[config.mk]
export PLATFORM = sky130hd
export DESIGN_NAME = cellrx_master
export DESIGN_NICKNAME = d
export VERILOG_FILES = /design/src/rtl/cellrx_pkg.sv /design/src/rtl/cellrx_enable_fsm.sv /design/src/rtl/cellrx_capture.sv /design/src/rtl/cellrx_master.sv
export SDC_FILE = /design/constraint.sdc
export NUM_CORES = 1
export LEC_CHECK = 0
export BUFFER_PORTS_ARGS = -buffer_cell sky130_fd_sc_hd__buf_4
export CORE_MARGIN = 10
export CORE_UTILIZATION = 35
export DETAILED_ROUTE_END_ITERATION = 10
export GPL_TIMING_DRIVEN = 1
export PLACE_DENSITY = 0.61
export SYNTH_ARGS = -nofsm -noshare
export SYNTH_HDL_FRONTEND = slang
export SYNTH_SLANG_ARGS = --single-unit
[constraint.sdc]
create_clock -name clk -period 4 [get_ports clk]
set_clock_uncertainty 0.15 [all_clocks]
set_input_delay 0.2 -clock clk [delete_from_list [all_inputs] [get_ports clk]]
set_output_delay 0.2 -clock clk [all_outputs]
set_load 0.05 [all_outputs]
[src/rtl/cellrx_pkg.sv]
package cellrx_pkg;

    typedef enum logic [0:0] {
        EN_IDLE = 1'b0,
        EN_RUN  = 1'b1
    } en_state_t;

    typedef enum logic [0:0] {
        CAP_IDLE = 1'b0,
        CAP_CELL = 1'b1
    } cap_state_t;

    // Odd parity: XOR of all bits in use plus the parity bit must be 1
    function automatic logic odd_ok(input logic [15:0] d, input logic wide, input logic p);
        logic acc;
        acc = wide ? ^d : ^d[7:0];
        return acc ^ p;
    endfunction

endpackage

[src/rtl/cellrx_enable_fsm.sv]
module cellrx_enable_fsm
    import cellrx_pkg::*;
#(
    parameter int CNT_W = 6
) (
    input  logic             clk,
    input  logic             rst_n,
    input  logic             poll_go,
    input  logic             rx_clav,
    input  logic [CNT_W-1:0] len,
    output logic             rx_enb
);

    en_state_t        state_q, state_d;
    logic [CNT_W-1:0] cnt_q, cnt_d;

    // state register
    always_ff @(posedge clk or negedge rst_n) begin
        if (!rst_n) begin
            state_q <= EN_IDLE;
            cnt_q   <= '0;
        end else begin
            state_q <= state_d;
            cnt_q   <= cnt_d;
        end
    end

    // next state: GRANT and DONE transitions
    always_comb begin
        state_d = state_q;
        cnt_d   = cnt_q;
        unique case (state_q)
            EN_IDLE: begin
                cnt_d = '0;
                if (poll_go && rx_clav) begin
                    state_d = EN_RUN;
                end
            end
            EN_RUN: begin
                if (cnt_q == len - CNT_W'(1)) begin
                    state_d = EN_IDLE;
                    cnt_d   = '0;
                end else begin
                    cnt_d = cnt_q + CNT_W'(1);
                end
            end
            default: state_d = EN_IDLE;
        endcase
    end

    // outputs
    always_comb begin
        rx_enb = (state_q == EN_RUN);
    end

endmodule

[src/rtl/cellrx_capture.sv]
module cellrx_capture
    import cellrx_pkg::*;
#(
    parameter int BUS_W = 16,
    parameter int CNT_W = 6
) (
    input  logic             clk,
    input  logic             rst_n,
    input  logic             take,
    input  logic             wide_mode,
    input  logic             par_check_en,
    input  logic [CNT_W-1:0] len,
    input  logic [BUS_W-1:0] rx_data,
    input  logic             rx_soc,
    input  logic             rx_par,
    output logic             cell_valid,
    output logic [BUS_W-1:0] cell_data,
    output logic             cell_first,
    output logic             cell_last,
    output logic             cell_drop
);

    localparam int HALF_W = BUS_W / 2;

    cap_state_t       state_q, state_d;
    logic [CNT_W-1:0] cnt_q, cnt_d;
    logic             err_q, err_d;
    logic             bad;
    logic [BUS_W-1:0] word_in;
    logic             valid_d, first_d, last_d, drop_d;

    // lane masking for the narrow mode
    for (genvar b = 0; b < BUS_W; b++) begin : g_lane
        if (b < HALF_W) begin : g_low
            assign word_in[b] = rx_data[b];
        end else begin : g_high
            assign word_in[b] = wide_mode & rx_data[b];
        end
    end

    assign bad = par_check_en && !odd_ok(rx_data, wide_mode, rx_par);

    // state register
    always_ff @(posedge clk or negedge rst_n) begin
        if (!rst_n) begin
            state_q <= CAP_IDLE;
            cnt_q   <= '0;
            err_q   <= 1'b0;
        end else begin
            state_q <= state_d;
            cnt_q   <= cnt_d;
            err_q   <= err_d;
        end
    end

    // next state: START, RESTART, COMPLETE
    always_comb begin
        state_d = state_q;
        cnt_d   = cnt_q;
        err_d   = err_q;
        valid_d = 1'b0;
        first_d = 1'b0;
        last_d  = 1'b0;
        drop_d  = 1'b0;
        unique case (state_q)
            CAP_IDLE: begin
                if (take && rx_soc) begin
                    state_d = CAP_CELL;
                    cnt_d   = CNT_W'(1);
                    err_d   = bad;
                    valid_d = 1'b1;
                    first_d = 1'b1;
                end
            end
            CAP_CELL: begin
                if (take && rx_soc) begin
                    cnt_d   = CNT_W'(1);
                    err_d   = bad;
                    valid_d = 1'b1;
                    first_d = 1'b1;
                    drop_d  = 1'b1;
                end else if (take) begin
                    valid_d = 1'b1;
                    if (cnt_q == len - CNT_W'(1)) begin
                        state_d = CAP_IDLE;
                        cnt_d   = '0;
                        err_d   = 1'b0;
                        last_d  = !(err_q || bad);
                        drop_d  = err_q || bad;
                    end else begin
                        cnt_d = cnt_q + CNT_W'(1);
                        err_d = err_q || bad;
                    end
                end
            end
            default: state_d = CAP_IDLE;
        endcase
    end

    // registered outputs
    always_ff @(posedge clk or negedge rst_n) begin
        if (!rst_n) begin
            cell_valid <= 1'b0;
            cell_data  <= '0;
            cell_first <= 1'b0;
            cell_last  <= 1'b0;
            cell_drop  <= 1'b0;
        end else begin
            cell_valid <= valid_d;
            cell_first <= first_d;
            cell_last  <= last_d;
            cell_drop  <= drop_d;
            if (valid_d) begin
                cell_data <= word_in;
            end
        end
    end

endmodule

[src/rtl/cellrx_master.sv]
module cellrx_master
    import cellrx_pkg::*;
#(
    parameter int CELL_OCTETS = 53,
    parameter int BUS_W       = 16
) (
    input  logic             clk,
    input  logic             rst_n,
    input  logic             wide_mode,
    input  logic             par_check_en,
    input  logic             poll_go,
    input  logic             rx_clav,
    input  logic [BUS_W-1:0] rx_data,
    input  logic             rx_soc,
    input  logic             rx_par,
    output logic             rx_enb,
    output logic             cell_valid,
    output logic [BUS_W-1:0] cell_data,
    output logic             cell_first,
    output logic             cell_last,
    output logic             cell_drop
);

    localparam int LEN_NARROW = CELL_OCTETS;
    localparam int LEN_WIDE   = (CELL_OCTETS + 1) / 2;
    localparam int CNT_W      = $clog2(CELL_OCTETS + 1);

    logic [CNT_W-1:0] len;
    logic             enb_q;

    assign len = wide_mode ? CNT_W'(LEN_WIDE) : CNT_W'(LEN_NARROW);

    // capture lags the enable by one cycle
    always_ff @(posedge clk or negedge rst_n) begin
        if (!rst_n) begin
            enb_q <= 1'b0;
        end else begin
            enb_q <= rx_enb;
        end
    end

    cellrx_enable_fsm #(.CNT_W(CNT_W)) u_enable (
        .clk     (clk),
        .rst_n   (rst_n),
        .poll_go (poll_go),
        .rx_clav (rx_clav),
        .len     (len),
        .rx_enb  (rx_enb)
    );

    cellrx_capture #(.BUS_W(BUS_W), .CNT_W(CNT_W)) u_capture (
        .clk          (clk),
        .rst_n        (rst_n),
        .take         (enb_q),
        .wide_mode    (wide_mode),
        .par_check_en (par_check_en),
        .len          (len),
        .rx_data      (rx_data),
        .rx_soc       (rx_soc),
        .rx_par       (rx_par),
        .cell_valid   (cell_valid),
        .cell_data    (cell_data),
        .cell_first   (cell_first),
        .cell_last    (cell_last),
        .cell_drop    (cell_drop)
    );

endmodule

# Word-level counts from Yosys, hierarchy flattened

Cells that the tools add are included.

Flip-flop bits (word level): 36
Input port bits: 24
Logic and storage cells: 71
Output and inout port bits: 21

Reduce and logical (&&, ||, !) cells: 9
Multiplexer cells: 33
Bitwise logic cells: 11
Equality and inequality tests: 4
$add $sub $neg: 3

Operator list:

| operator            | number |
|---|---|
| $mux 6              | 6 |
| $pmux 6 s2          | 2 |
| $mux 1              | 21 |
| $reduce_xor 16->1   | 1 |
| $add 6x1->6 const B | 2 |
| $eq 6x6->1          | 2 |
| $and 1x1->1         | 8 |
| $pmux 1 s2          | 4 |
| $reduce_xor 8->1    | 1 |
| $sub 6x1->6 const B | 1 |
| $logic_and 1x1->1   | 3 |
| $ne 3x3->1 const B  | 1 |
| $logic_not 1->1     | 2 |
| $ne 2x1->1 const B  | 1 |
| $not 1->1           | 2 |
| $reduce_and 2->1    | 1 |
| $logic_or 1x1->1    | 1 |
| $xor 1x1->1         | 1 |

# Depth between registers and ports, before layout

Depth after elaboration: 11
Mapped depth: 7
Gate-level depth less buffers: 6

# Cells and area by module

Synthesis repeated with hierarchy kept, for this count alone.

Cell total of the unflattened synthesis: 207
Area total of the unflattened synthesis: 2,029.4 µm²

Modules (own cells, without submodules):

| module            | seq. area each (µm²) | instances | cells each | area each (µm²) |
|---|---|---|---|---|
| cellrx_capture    | 700.7                | 1         | 155        | 1,526.5 |
| cellrx_enable_fsm | 175.2                | 1         | 49         | 470.5 |
| cellrx_master     | 25.0                 | 1         | 3          | 32.5 |

# Least setup slack after synthesis

OpenSTA, ideal clock, no wires.

Path type: input to register
Start: input port rx_par
End: register u_capture.err_q
Path slack: 2,094 ps
Data required time: 3,785 ps
Library setup time: 65 ps
Buffers on the path: 0
Arrival time: 1,691 ps
Stages on the path: 6
Cell sequence: xor2_1 xnor3_1 xnor2_1 or4_4 a32oi_1 o22a_1

Word-level cells in the longest chain between the ends: 8
Elaborated cells between the ends (all ways): 9
Classes of those cells: mux (5); bitwise (1); reduce/logical (3)

Ends and longest elaborated chain:

| item                   | RTL line             | RTL |
|---|---|---|
| start: declaration     | cellrx_master.sv:15  | `input logic rx_par,` |
| $xor 1x1->1 *          | cellrx_pkg.sv:17     | `return acc ^ p;` |
| $logic_not 1->1 *      | cellrx_capture.sv:41 | `assign bad = par_check_en && !odd_ok(rx_data, wide_mode, rx_par);` |
| $logic_and 1x1->1 *    | cellrx_capture.sv:41 |  |
| $logic_or 1x1->1       | cellrx_capture.sv:92 | `err_d = err_q \|\| bad;` |
| $mux 1                 | cellrx_capture.sv:84 | `if (cnt_q == len - CNT_W'(1)) begin` |
| $mux 1                 | cellrx_capture.sv:82 | `end else if (take) begin` |
| $mux 1                 | cellrx_capture.sv:76 | `if (take && rx_soc) begin` |
| $pmux 1 s2 *           | cellrx_capture.sv:65 | `unique case (state_q)` |
| end signal: assignment | cellrx_capture.sv:52 | `err_q <= err_d;` |
| end: declaration       | cellrx_capture.sv:27 | `logic err_q, err_d;` |

Mark *: on every way between the ends. The rest lies on a longest branch, timed or not. The select of a mux whose other input is x is not followed.
A chain may end at the register's enable or synchronous reset.

# Worst setup path after layout

Start: input port rx_data[6]
End: register u_capture.err_q

Word-level cells in the longest chain between the ends: 10
Elaborated cells between the ends (all ways): 12
Classes of those cells: mux (6); bitwise (1); reduce/logical (5)

Ends and longest elaborated chain:

| item                                                         | RTL line             | RTL |
|---|---|---|
| start: declaration                                           | cellrx_master.sv:13  | `input logic [BUS_W-1:0] rx_data,` |
| $reduce_xor 16->1 / $reduce_xor 8->1 (equally long branches) | cellrx_pkg.sv:16     | `acc = wide ? ^d : ^d[7:0];` |
| $mux 1 *                                                     | cellrx_pkg.sv:16     |  |
| $xor 1x1->1 *                                                | cellrx_pkg.sv:17     |  |
| $logic_not 1->1 *                                            | cellrx_capture.sv:41 |  |
| $logic_and 1x1->1 *                                          | cellrx_capture.sv:41 |  |
| $logic_or 1x1->1                                             | cellrx_capture.sv:92 |  |
| $mux 1                                                       | cellrx_capture.sv:84 |  |
| $mux 1                                                       | cellrx_capture.sv:82 |  |
| $mux 1                                                       | cellrx_capture.sv:76 |  |
| $pmux 1 s2 *                                                 | cellrx_capture.sv:65 |  |

Marked as above.

==> results.toml <==
[outcome]
run_status = "complete, no violations"

[timing]
slew_headroom_pct = 69.3
tightest_slew_ps = 460
drv_slew = 0
tns_ps = 0
period_minus_slack_ps = 2420
fmax_ghz = 0.414
finalSetupViolCount = 0
rsz0062_at_grt = "false"
min_period_over_period_pct = 60.4
final_hold_viol_count = 0

[floorplanning]
die_area_mm2 = 0.00817
top_level_ports = 45
die_height_um = 90.4
die_x_um = 90.4
start_util_pct = 36.5
core_mm2 = 0.00475
num_rows = 25

[final_layout]
regMostFlops = "u_capture.cell_data"
largest_reg_flops = 16
diodes = 0
n_fill_cell = 469
reg.largest.list = "u_capture.cell_data x16, u_capture.cnt_q x6, u_enable.cnt_q x6"
nNetsFinal = 259
layout.cells.non_filler = 301
syn_to_final_growth_pct = 34.0
drive_gt1_share_pct = 23.9
multi_input_area_um2 = 797
regArea_um2 = 901

[logic_synthesis]
synth_seq_cells = 36
ys.flop_type = "dfrtp_1"
synthDominantCellAreaShare_pct = 51.9
yosys_warnings = 0
synth-edff-count = 0
syn_avg_cell_area_um2 = 9.75
async_flop_share_pct = 100
yosysTopAreaCell = "dfrtp_1"
netlist_area_mm2 = 0.00174
syn-num-nets = 204
seq_area_frac_synth_pct = 51.9
syn-instance-count = 178
ys_types = 38
synth.area.top_cells = "dfrtp_1, nand2_1, xnor2_1"

[power_and_ir_drop]
p_leak_nw = 1.11
vdd_drop_max_mv = 0.268
powerDensity_mw_per_mm2 = 687

[detailed_routing]
wirelength_mm = 4.04
wire_per_inst_um = 13.4
dr_total_vias = 1386
drc = 0
first_pass_iters = 4
ant_nets = 0
drt_iter0_drc = 56
vias_per_cell = 4.60

[grt]
antenna_found_initial = 0
grt_pass1_wl_mm = 6.80
grt_max_degree = 37
grt_pass1_vias = 1432
gr-total-overflow = 0
grt_usage_pct = 9.93

[cts]
cts_max_level = 2
clock_path_buffers = 2
cts_tree = "built"
cts_root_buffer = "clkbuf_8"
post_cts_resized = 0
cts-buffers-inserted = 5
clk_pin_slew_worst_paths_ps = 70
clock_sinks = 36
clock_latency_ps = 290

[place]
place.port_buffers = 44
place_congestion = 0.794
place_inst = 285
post-dp-hpwl_mm = 2.88

[worst_setup_path]
worstPathRequired_ps = 4070
cp_max_fo = 3
path_class = "primary input to register"
start_kind = "primary input"
arrival_ps = 2490
endpoint_kind = "register"

[hold_path]
hold_path_class = "primary input to register"

[flow_run]
maxCapViolations = 0
-- worst paths after layout --
check / startpoint / slack [ps] / endpoint / cells past startpoint
setup / recovery: rx_data[6] / 1580 / u_capture.err_q / 8
hold / removal: rx_data[0] / 10 / u_capture.cell_data[0] / 3
setup reg to reg: u_capture.cnt_q[1] / 1920 / u_capture.err_q / 6
hold reg to reg: u_enable.rx_enb / 290 / enb_q / 0
max in group asynchronous: rst_n / 3100 / u_enable.cnt_q[5] / 2
min in group asynchronous: rst_n / 270 / u_capture.cell_data[6] / 2
-- area by class of cell --
type / count / share of cell area, %
inverters: 5 / 0.807
clock inverters: 2 / 1.51
repair buffers: 53 / 18.0
clock buffers: 6 / 3.12
multi-input cells: 132 / 34.3
well taps: 67 / 3.60
flip-flops and latches: 36 / 38.7
-- power by group --
group	leakage [nW]	internal, mW	switching [mW]	total (mW)
combinational	0.609	0.242	0.461	0.703
clock	0.0552	0.185	0.128	0.313
sequential	0.441	0.481	0.0997	0.580
-- layout by cell type, fill, tap and decap left out, types with 3 or more instances in the layout --
cell           instances
nor4_1                 3
o21ai_1                3
nand2_1               47
buf_4                 45
a21oi_1                3
xor2_1                 5
a21o_1                 4
dlygate4sd3_1          8
clkbuf_8               5
dfrtp_1               36
inv_1                  4
nand3_1                5
nor2_1                10
xnor2_1               12
o21ai_0               11
-- metrics by stage --
step                      util (%)  hold WS (ps)  worst slack (ps)  total power, mW  area [µm²]
final                         48.9          10.6              1580             1.60        2330
after global routing          48.9          17.0              1490             1.70        2330
after detailed placement      45.0          40.4              1860             1.29        2140
after floorplan                  -          -246              2090             1.06        1740
after global placement        45.0          42.6              1920             1.28        2140
after CTS                     48.9          5.23              1580             1.62        2330
-- worst max-delay path, stage by stage --
cell and delay [ps]:
dlygate4sd3_1 530, buf_4 140, xor2_1 170, xnor3_1 430
xnor2_1 150, or4_4 500, a32oi_1 230, o22a_1 150
-- synth_stat cells, types with 3 or more instances --
cell	n
clkbuf_1	5
inv_1	4
xnor2_1	12
o21ai_0	11
a21o_1	4
o21ai_1	3
xor2_1	5
a21oi_1	3
nand2_1	47
nand3_1	5
nor2_1	10
dfrtp_1	36
nor4_1	3
-- cell families after synthesis --
logic type      synth area share (%)
simple gates                    20.9
buf+inv                         2.16
xor+xnor                        11.5
flops                           51.9
mux                            0.577
compound gates                  11.5
fa+ha+maj                       1.44
-- layer usage --
| metal | vias up | share of wire (%) | GRT usage (%) | wire length (µm) |
|---|---|---|---|---|
| li1 | 712 | - | - | - |
| met1 | 638 | 46 | 12.0 | 1870 |
| met2 | 29 | 47 | 16.0 | 1920 |
| met3 | 7 | 4.5 | 3.16 | 183 |
| met4 | 0 | 1.6 | 3.98 | 65 |
| met5 | - | 0 | 0 | 0 |
-- what timing repair did --
| item | 4_1_cts | 5_1_grt |
|---|---|---|
| buffers inserted | 0 | 0 |
| hold endpoints to repair | 43 | 0 |
| hold buffers | 8 | 0 |
No activity file was read; power rests on OpenSTA's default activity.
